**src/rtl/flash_prot_pkg.sv**
```systemverilog
package flash_prot_pkg;

    localparam logic [7:0] OP_WREN  = 8'h06;
    localparam logic [7:0] OP_WRDI  = 8'h04;
    localparam logic [7:0] OP_RDSR  = 8'h05;
    localparam logic [7:0] OP_WRSR  = 8'h01;
    localparam logic [7:0] OP_PP    = 8'h02;
    localparam logic [7:0] OP_SSE_A = 8'h20;
    localparam logic [7:0] OP_SSE_B = 8'hD7;
    localparam logic [7:0] OP_SE    = 8'hD8;
    localparam logic [7:0] OP_CE_A  = 8'h60;
    localparam logic [7:0] OP_CE_B  = 8'hC7;
    localparam logic [7:0] OP_SLEEP = 8'hB9;
    localparam logic [7:0] OP_WAKE  = 8'hAB;

    localparam int PROT_BLK_W = 3;

    typedef enum logic [2:0] {
        WK_NONE = 3'd0,
        WK_SSE  = 3'd1,
        WK_SE   = 3'd2,
        WK_CE   = 3'd3,
        WK_PP   = 3'd4,
        WK_SRW  = 3'd5
    } wkind_e;

    typedef struct packed {
        logic       lock;
        logic       rsvd;
        logic       side;
        logic [2:0] level;
        logic       wel;
        logic       busy;
    } stat_t;

    function automatic wkind_e classify(input logic [7:0] op);
        case (op)
            OP_SSE_A, OP_SSE_B: return WK_SSE;
            OP_SE:              return WK_SE;
            OP_CE_A, OP_CE_B:   return WK_CE;
            OP_PP:              return WK_PP;
            OP_WRSR:            return WK_SRW;
            default:            return WK_NONE;
        endcase
    endfunction

    function automatic logic known_plain(input logic [7:0] op);
        case (op)
            OP_WREN, OP_WRDI, OP_RDSR, OP_SLEEP, OP_WAKE,
            8'h03, 8'h0B, 8'h3B, 8'hBB, 8'h9F: return 1'b1;
            default:                           return 1'b0;
        endcase
    endfunction

endpackage

```
**src/rtl/prot_range_chk.sv**
```systemverilog
module prot_range_chk
    import flash_prot_pkg::*;
#(
    parameter int ADDR_W = 19
) (
    input  logic              side,
    input  logic [2:0]        level,
    input  logic [ADDR_W-1:0] addr,
    output logic              hit,
    output logic              none
);
    localparam int NBLK = 1 << PROT_BLK_W;

    logic [PROT_BLK_W-1:0] blk;
    logic [PROT_BLK_W:0]   span;
    logic [NBLK-1:0]       blk_prot;

    assign blk  = addr[ADDR_W-1 -: PROT_BLK_W];
    assign none = (level == 3'b000);

    always_comb begin
        span = '0;
        if (level[1:0] != 2'b00)
            span = (PROT_BLK_W+1)'(1) << (level[1:0] - 2'd1);
    end

    for (genvar b = 0; b < NBLK; b++) begin : g_blk
        always_comb begin
            if (level[2])
                blk_prot[b] = 1'b1;
            else if (side)
                blk_prot[b] = (b < int'(span));
            else
                blk_prot[b] = (b >= NBLK - int'(span));
        end
    end

    assign hit = blk_prot[blk];
endmodule

```
**src/rtl/op_timer.sv**
```systemverilog
module op_timer #(
    parameter int CNT_W = 16
) (
    input  logic             clk,
    input  logic             rst,
    input  logic             load,
    input  logic [CNT_W-1:0] load_val,
    output logic             running,
    output logic             done
);
    logic [CNT_W-1:0] cnt;

    assign done = running && (cnt == CNT_W'(1));

    always_ff @(posedge clk) begin
        if (rst) begin
            cnt     <= '0;
            running <= 1'b0;
        end else if (load) begin
            cnt     <= load_val;
            running <= 1'b1;
        end else if (running) begin
            cnt <= cnt - CNT_W'(1);
            if (cnt == CNT_W'(1))
                running <= 1'b0;
        end
    end
endmodule

```
**src/rtl/flash_wprot_ctrl.sv**
```systemverilog
module flash_wprot_ctrl
    import flash_prot_pkg::*;
#(
    parameter int ADDR_W     = 19,
    parameter int PAGE_BYTES = 256,
    parameter int BYTES_W    = 12,
    parameter int CNT_W      = 16,
    parameter int T_SSE      = 12,
    parameter int T_SE       = 16,
    parameter int T_CE       = 24,
    parameter int T_PP       = 8,
    parameter int T_SRW      = 10
) (
    input  logic               clk,
    input  logic               rst,
    input  logic               cmd_valid,
    input  logic [7:0]         cmd_op,
    input  logic [23:0]        cmd_addr,
    input  logic [BYTES_W-1:0] cmd_bytes,
    input  logic [7:0]         cmd_data,
    input  logic               cmd_aligned,
    input  logic               wp_n,
    output logic               cmd_accept,
    output logic               cmd_reject,
    output logic               busy,
    output logic               pdown,
    output logic [7:0]         status,
    output logic               wr_start,
    output logic [2:0]         wr_kind,
    output logic [ADDR_W-1:0]  wr_addr,
    output logic [$clog2(PAGE_BYTES):0] wr_len
);
    localparam int COL_W = $clog2(PAGE_BYTES);
    localparam int LEN_W = COL_W + 1;

    stat_t            st;
    logic [7:0]       srw_val;
    logic             srw_run;
    wkind_e           kind;
    logic             prot_hit, prot_none;
    logic             tmr_run, tmr_done, tmr_load;
    logic [CNT_W-1:0] dur;
    logic             wr_ok, ok;
    logic [ADDR_W-1:0] a;
    logic [COL_W-1:0]  col;
    logic              over;

    assign a = cmd_addr[ADDR_W-1:0];

    prot_range_chk #(.ADDR_W(ADDR_W)) i_range (
        .side (st.side),
        .level(st.level),
        .addr (a),
        .hit  (prot_hit),
        .none (prot_none)
    );

    op_timer #(.CNT_W(CNT_W)) i_timer (
        .clk     (clk),
        .rst     (rst),
        .load    (tmr_load),
        .load_val(dur),
        .running (tmr_run),
        .done    (tmr_done)
    );

    always_comb begin
        kind = classify(cmd_op);
        case (kind)
            WK_SSE:  dur = CNT_W'(T_SSE);
            WK_SE:   dur = CNT_W'(T_SE);
            WK_CE:   dur = CNT_W'(T_CE);
            WK_PP:   dur = CNT_W'(T_PP);
            default: dur = CNT_W'(T_SRW);
        endcase

        wr_ok = 1'b0;
        if (kind != WK_NONE && !tmr_run && !pdown && st.wel && cmd_aligned) begin
            case (kind)
                WK_SSE, WK_SE: wr_ok = !prot_hit;
                WK_PP:         wr_ok = !prot_hit && (cmd_bytes != '0);
                WK_CE:         wr_ok = prot_none;
                WK_SRW:        wr_ok = (cmd_bytes == BYTES_W'(1)) && !(st.lock && !wp_n);
                default:       wr_ok = 1'b0;
            endcase
        end

        if (kind != WK_NONE)
            ok = wr_ok;
        else if (pdown)
            ok = (cmd_op == OP_WAKE);
        else if (tmr_run)
            ok = (cmd_op == OP_RDSR);
        else
            ok = known_plain(cmd_op);

        tmr_load = cmd_valid && wr_ok;

        over = (cmd_bytes > BYTES_W'(PAGE_BYTES));
        col  = over ? a[COL_W-1:0] + cmd_bytes[COL_W-1:0] : a[COL_W-1:0];
    end

    always_ff @(posedge clk) begin
        if (rst) begin
            st         <= '0;
            srw_val    <= '0;
            srw_run    <= 1'b0;
            pdown      <= 1'b0;
            cmd_accept <= 1'b0;
            cmd_reject <= 1'b0;
            wr_start   <= 1'b0;
            wr_kind    <= '0;
            wr_addr    <= '0;
            wr_len     <= '0;
        end else begin
            cmd_accept <= cmd_valid && ok;
            cmd_reject <= cmd_valid && !ok;
            wr_start   <= 1'b0;

            if (tmr_done) begin
                st.wel <= 1'b0;
                if (srw_run) begin
                    st.lock  <= srw_val[7];
                    st.side  <= srw_val[5];
                    st.level <= srw_val[4:2];
                    srw_run  <= 1'b0;
                end
            end

            if (cmd_valid && ok) begin
                case (cmd_op)
                    OP_WREN:  st.wel <= 1'b1;
                    OP_WRDI:  st.wel <= 1'b0;
                    OP_SLEEP: pdown  <= 1'b1;
                    OP_WAKE:  pdown  <= 1'b0;
                    default:  ;
                endcase
                if (kind == WK_SRW) begin
                    srw_val <= cmd_data;
                    srw_run <= 1'b1;
                end else if (kind != WK_NONE) begin
                    wr_start <= 1'b1;
                    wr_kind  <= kind;
                    if (kind == WK_PP) begin
                        wr_addr <= {a[ADDR_W-1:COL_W], col};
                        wr_len  <= over ? LEN_W'(PAGE_BYTES) : cmd_bytes[LEN_W-1:0];
                    end else begin
                        wr_addr <= a;
                        wr_len  <= '0;
                    end
                end
            end
        end
    end

    assign busy   = tmr_run;
    assign status = {st.lock, 1'b0, st.side, st.level, st.wel, tmr_run};
endmodule

```
**config.mk**
```make
export PLATFORM = sky130hd
export DESIGN_NAME = flash_wprot_ctrl
export DESIGN_NICKNAME = d
export VERILOG_FILES = /design/src/rtl/flash_prot_pkg.sv /design/src/rtl/prot_range_chk.sv /design/src/rtl/op_timer.sv /design/src/rtl/flash_wprot_ctrl.sv
export SDC_FILE = /design/constraint.sdc
export NUM_CORES = 1
export LEC_CHECK = 0
export ABC_AREA = 0
export BUFFER_PORTS_ARGS = -buffer_cell sky130_fd_sc_hd__buf_2
export CAP_MARGIN = 20
export CORE_MARGIN = 2
export CORE_UTILIZATION = 47
export DETAILED_ROUTE_END_ITERATION = 10
export HOLD_SLACK_MARGIN = 0.1
export PLACE_DENSITY_LB_ADDON = 0.08
export SLEW_MARGIN = 25
export SYNTH_ARGS = -nofsm -noshare
export SYNTH_HDL_FRONTEND = slang
export SYNTH_SLANG_ARGS = --single-unit
```
**constraint.sdc**
```tcl
create_clock -name clk -period 2.3 [get_ports clk]
set_input_delay 0.345 -clock clk [delete_from_list [all_inputs] [get_ports clk]]
set_output_delay 0.345 -clock clk [all_outputs]
set_load 0.01 [all_outputs]
```
==> qor.yml <==
status: "complete, no violations"
reg2reg_slack_ns: 0.12
crit_type: "reg -> reg"
worst_clock_skew_ns: 0.006757
rsz0062_at_grt: "no"
netlist_area_um2: 3553
ir_drop_mv: 0.3951
yosysUniqueCellTypes: 61
max-slew-margin-rel: 0.5256
grt_max_degree: 43
syn_inst: 432
synthFlopType: "dfxtp_1"
synth-async-reset-ratio: 0
grt_pass1_wl_mm: 15.82
reg2reg_from: "status[2]"
wl_per_cell_um: 13.70
finalHoldWorstSlack_ns: 0.2445
seq_area_frac_synth: 0.3606
wl_mm: 9.220
start_util: 0.4873
hold_path.class: "in -> reg"
die_height_um: 90.95
clk_latency_ns: 0.34
powerDensity_nw_per_um2: 516.8
setup_violations: 0
drtAntennaViolNets: 0
drt_first_pass_iters: 4
dp.cells: 657
antenna_found_initial: 0
insertedDiodeCount: 0
rows: 31
report.final.slew_viol_count: 0
cts_hold_buf: 0
tightest_slew_ns: 0.7116
hp-start: "cmd_addr[13]"
grt.overflow.total: 0
fin_crit_sh: 0.9491
rr_worst_depth: 10
num_io_pins: 101
hold_viol_final: 0
final_cell_count_no_fill: 673
nNetsFinal: 641
p_total_mw: 2.449
dieArea_um2: 8272
worstPathRequired_ns: 2.57
cp-end-kind: "flop"
grt_use_total: 0.2316
portBuffers: 91
core_area_um2: 7292
htreeDepth: 3
root_buffer: "clkbuf_8"
layout-drive-gt1-share: 0.3328
yosysWarnings: 0
fmax_mhz: 458.1
drc: 0
cts_made_buffers: 9
whs_endpoint: "wr_addr[13]"
dp_hpwl_mm: 6.932
avgSynthCellArea_um2: 8.225
clock-sinks: 64
drtIter0Drc: 105
holdPathStages: 3
routed_via_density: 5.201
path_clk_slew_ns: 0.07
start_kind: "flop"
tns_ns: 0
r2r_end: "wr_len[0]"
cts_tree: "done"
num_vias: 3500
clockBufferDepth: 2
ys_seq_elements: 64
synth_edf_count: 0
arrival_ns: 2.45
leakagePower_nw: 2.028
area_growth_pct: 33.38
die_w_um: 90.95
fin_crit_ns: 2.183
finalWeightedCongestion: 0.8766
grt_pass1_vias: 3618
syn_nets: 504
max_cap_viol_count: 0
path_max_fanout: 5
==> per-layer routing <==
| metal | wire length, um | track usage |
|---|---|---|
| met5 | 0 | 0 |
| met4 | 195 | 0.1124 |
| met3 | 373 | 0.03651 |
| met2 | 4392 | 0.3889 |
| met1 | 4259 | 0.2892 |
==> cell families after synthesis <==
group,Yosys count,share of synthesized area
compound gates,82,0.1479
xor+xnor,18,0.04437
fa+ha+maj,15,0.05493
buf+inv,36,0.05352
flops,64,0.3606
mux,9,0.02535
other cells,1,0.001055
simple gates,207,0.3123
==> flip-flops by register name (all words and copies together), names as in the netlist <==
register / flops
wr_addr: 19
i_timer.running: 1
i_timer.cnt: 16
srw_run: 1
wr_kind: 3
wr_start: 1
wr_len: 9
cmd_accept: 1
cmd_reject: 1
status: 6
pdown: 1
srw_val: 5
==> worst max-delay path: stages (launching register included) <==
cell      delay, ns
dfxtp_4        0.37
inv_1          0.08
ha_1           0.24
nor4b_2        0.23
o22ai_1        0.12
nand4b_1       0.14
and3_4         0.24
o31ai_2        0.08
buf_4          0.17
or3_1          0.32
a21oi_2        0.14
==> cell usage in the layout (no fill, tap or decap), types with 3 or more instances in the layout <==
| cell type | n |
|---|---|
| nand4b_1 | 8 |
| nand3b_1 | 9 |
| xnor2_1 | 12 |
| inv_1 | 13 |
| or2_2 | 4 |
| ha_1 | 13 |
| nand4_1 | 5 |
| a21oi_1 | 35 |
| nor2_1 | 36 |
| buf_4 | 55 |
| nand3_1 | 17 |
| buf_2 | 91 |
| clkbuf_8 | 10 |
| xor2_1 | 6 |
| buf_12 | 3 |
| nor3_1 | 14 |
| nand2_1 | 60 |
| nand2b_1 | 17 |
| a211oi_1 | 4 |
| nor4_1 | 6 |
| mux2i_1 | 9 |
| dfxtp_1 | 62 |
| or3_1 | 6 |
| o21ai_0 | 16 |
| nor2b_1 | 3 |
==> synthesized netlist by cell type, types with 2 or more instances <==
library cell | number | share of area
nor3b_1 | 2 | 0.0042
nand3_1 | 17 | 0.024
clkbuf_1 | 8 | 0.0085
nor3_1 | 14 | 0.020
nand4_1 | 5 | 0.0088
buf_4 | 3 | 0.0063
or4_1 | 2 | 0.0042
or3_1 | 6 | 0.011
o31a_1 | 2 | 0.0049
nor3_2 | 2 | 0.0056
and2_1 | 2 | 0.0035
a21boi_0 | 2 | 0.0042
or2_2 | 4 | 0.0070
a211oi_1 | 5 | 0.011
xor2_1 | 6 | 0.015
nor2_1 | 36 | 0.038
nand4b_1 | 8 | 0.020
mux2i_1 | 9 | 0.025
nand2_1 | 60 | 0.063
a21oi_1 | 37 | 0.052
and4b_1 | 2 | 0.0056
nor2b_1 | 3 | 0.0053
xnor2_1 | 12 | 0.030
o21ai_0 | 17 | 0.024
o21a_1 | 2 | 0.0042
o311a_1 | 2 | 0.0056
buf_2 | 8 | 0.011
nand3b_1 | 9 | 0.019
a31oi_1 | 2 | 0.0035
inv_1 | 13 | 0.014
buf_6 | 3 | 0.0095
nand2b_1 | 17 | 0.030
ha_1 | 14 | 0.049
nor4_1 | 7 | 0.012
o22ai_1 | 2 | 0.0035
dfxtp_1 | 64 | 0.36
==> stage by stage <==
stage	instance area (um2)	utilization	setup WS (ns)
2_1_floorplan	3553	-	0.01375
3_3_place_gp	4464	0.6122	-0.1650
3_5_place_dp	4464	0.6122	-0.2078
4_1_cts	4700	0.6445	0.02403
5_1_grt	4740	0.6500	0.004091
6_report	4740	0.6500	0.1172
==> report_power, final <==
part | switching (mW) | internal (mW)
Combinational | 0.129 | 0.120
Clock | 0.450 | 0.643
Sequential | 0.000288 | 1.11
Total | 0.580 | 1.87
==> repair_timing <==
| action | CTS | global route |
|---|---|---|
| gates resized for setup | 4 | 12 |
| endpoints found under the setup margin | 38 | 50 |
| gates cloned | 0 | 0 |
| pin swaps | 0 | 3 |
| buffers inserted | 0 | 0 |
==> worst max path at each step <==
stage	from	to	slack (ns)	cells past startpoint
after global placement	cmd_bytes[5]	wr_addr[7]	-0.16	9
after CTS	status[2]	wr_addr[0]	0.02	9
after detailed placement	cmd_bytes[5]	wr_addr[0]	-0.21	9
after floorplan	cmd_op[2]	wr_len[1]	0.01	10
after global routing	status[2]	wr_addr[7]	0.004	10
final	status[2]	wr_len[0]	0.12	10
==> layout make-up <==
type / instances / area, um2
Clock buffer: 10 / 137.6
Clock inverter: 6 / 90.09
Fill cell: 695 / 2552
Inverter: 13 / 48.80
Multi-Input combinational cell: 332 / 2122
Sequential cell: 64 / 1289
Tap cell: 99 / 123.9
Timing Repair Buffer: 149 / 928.4
(Power assumes the default switching activity.)
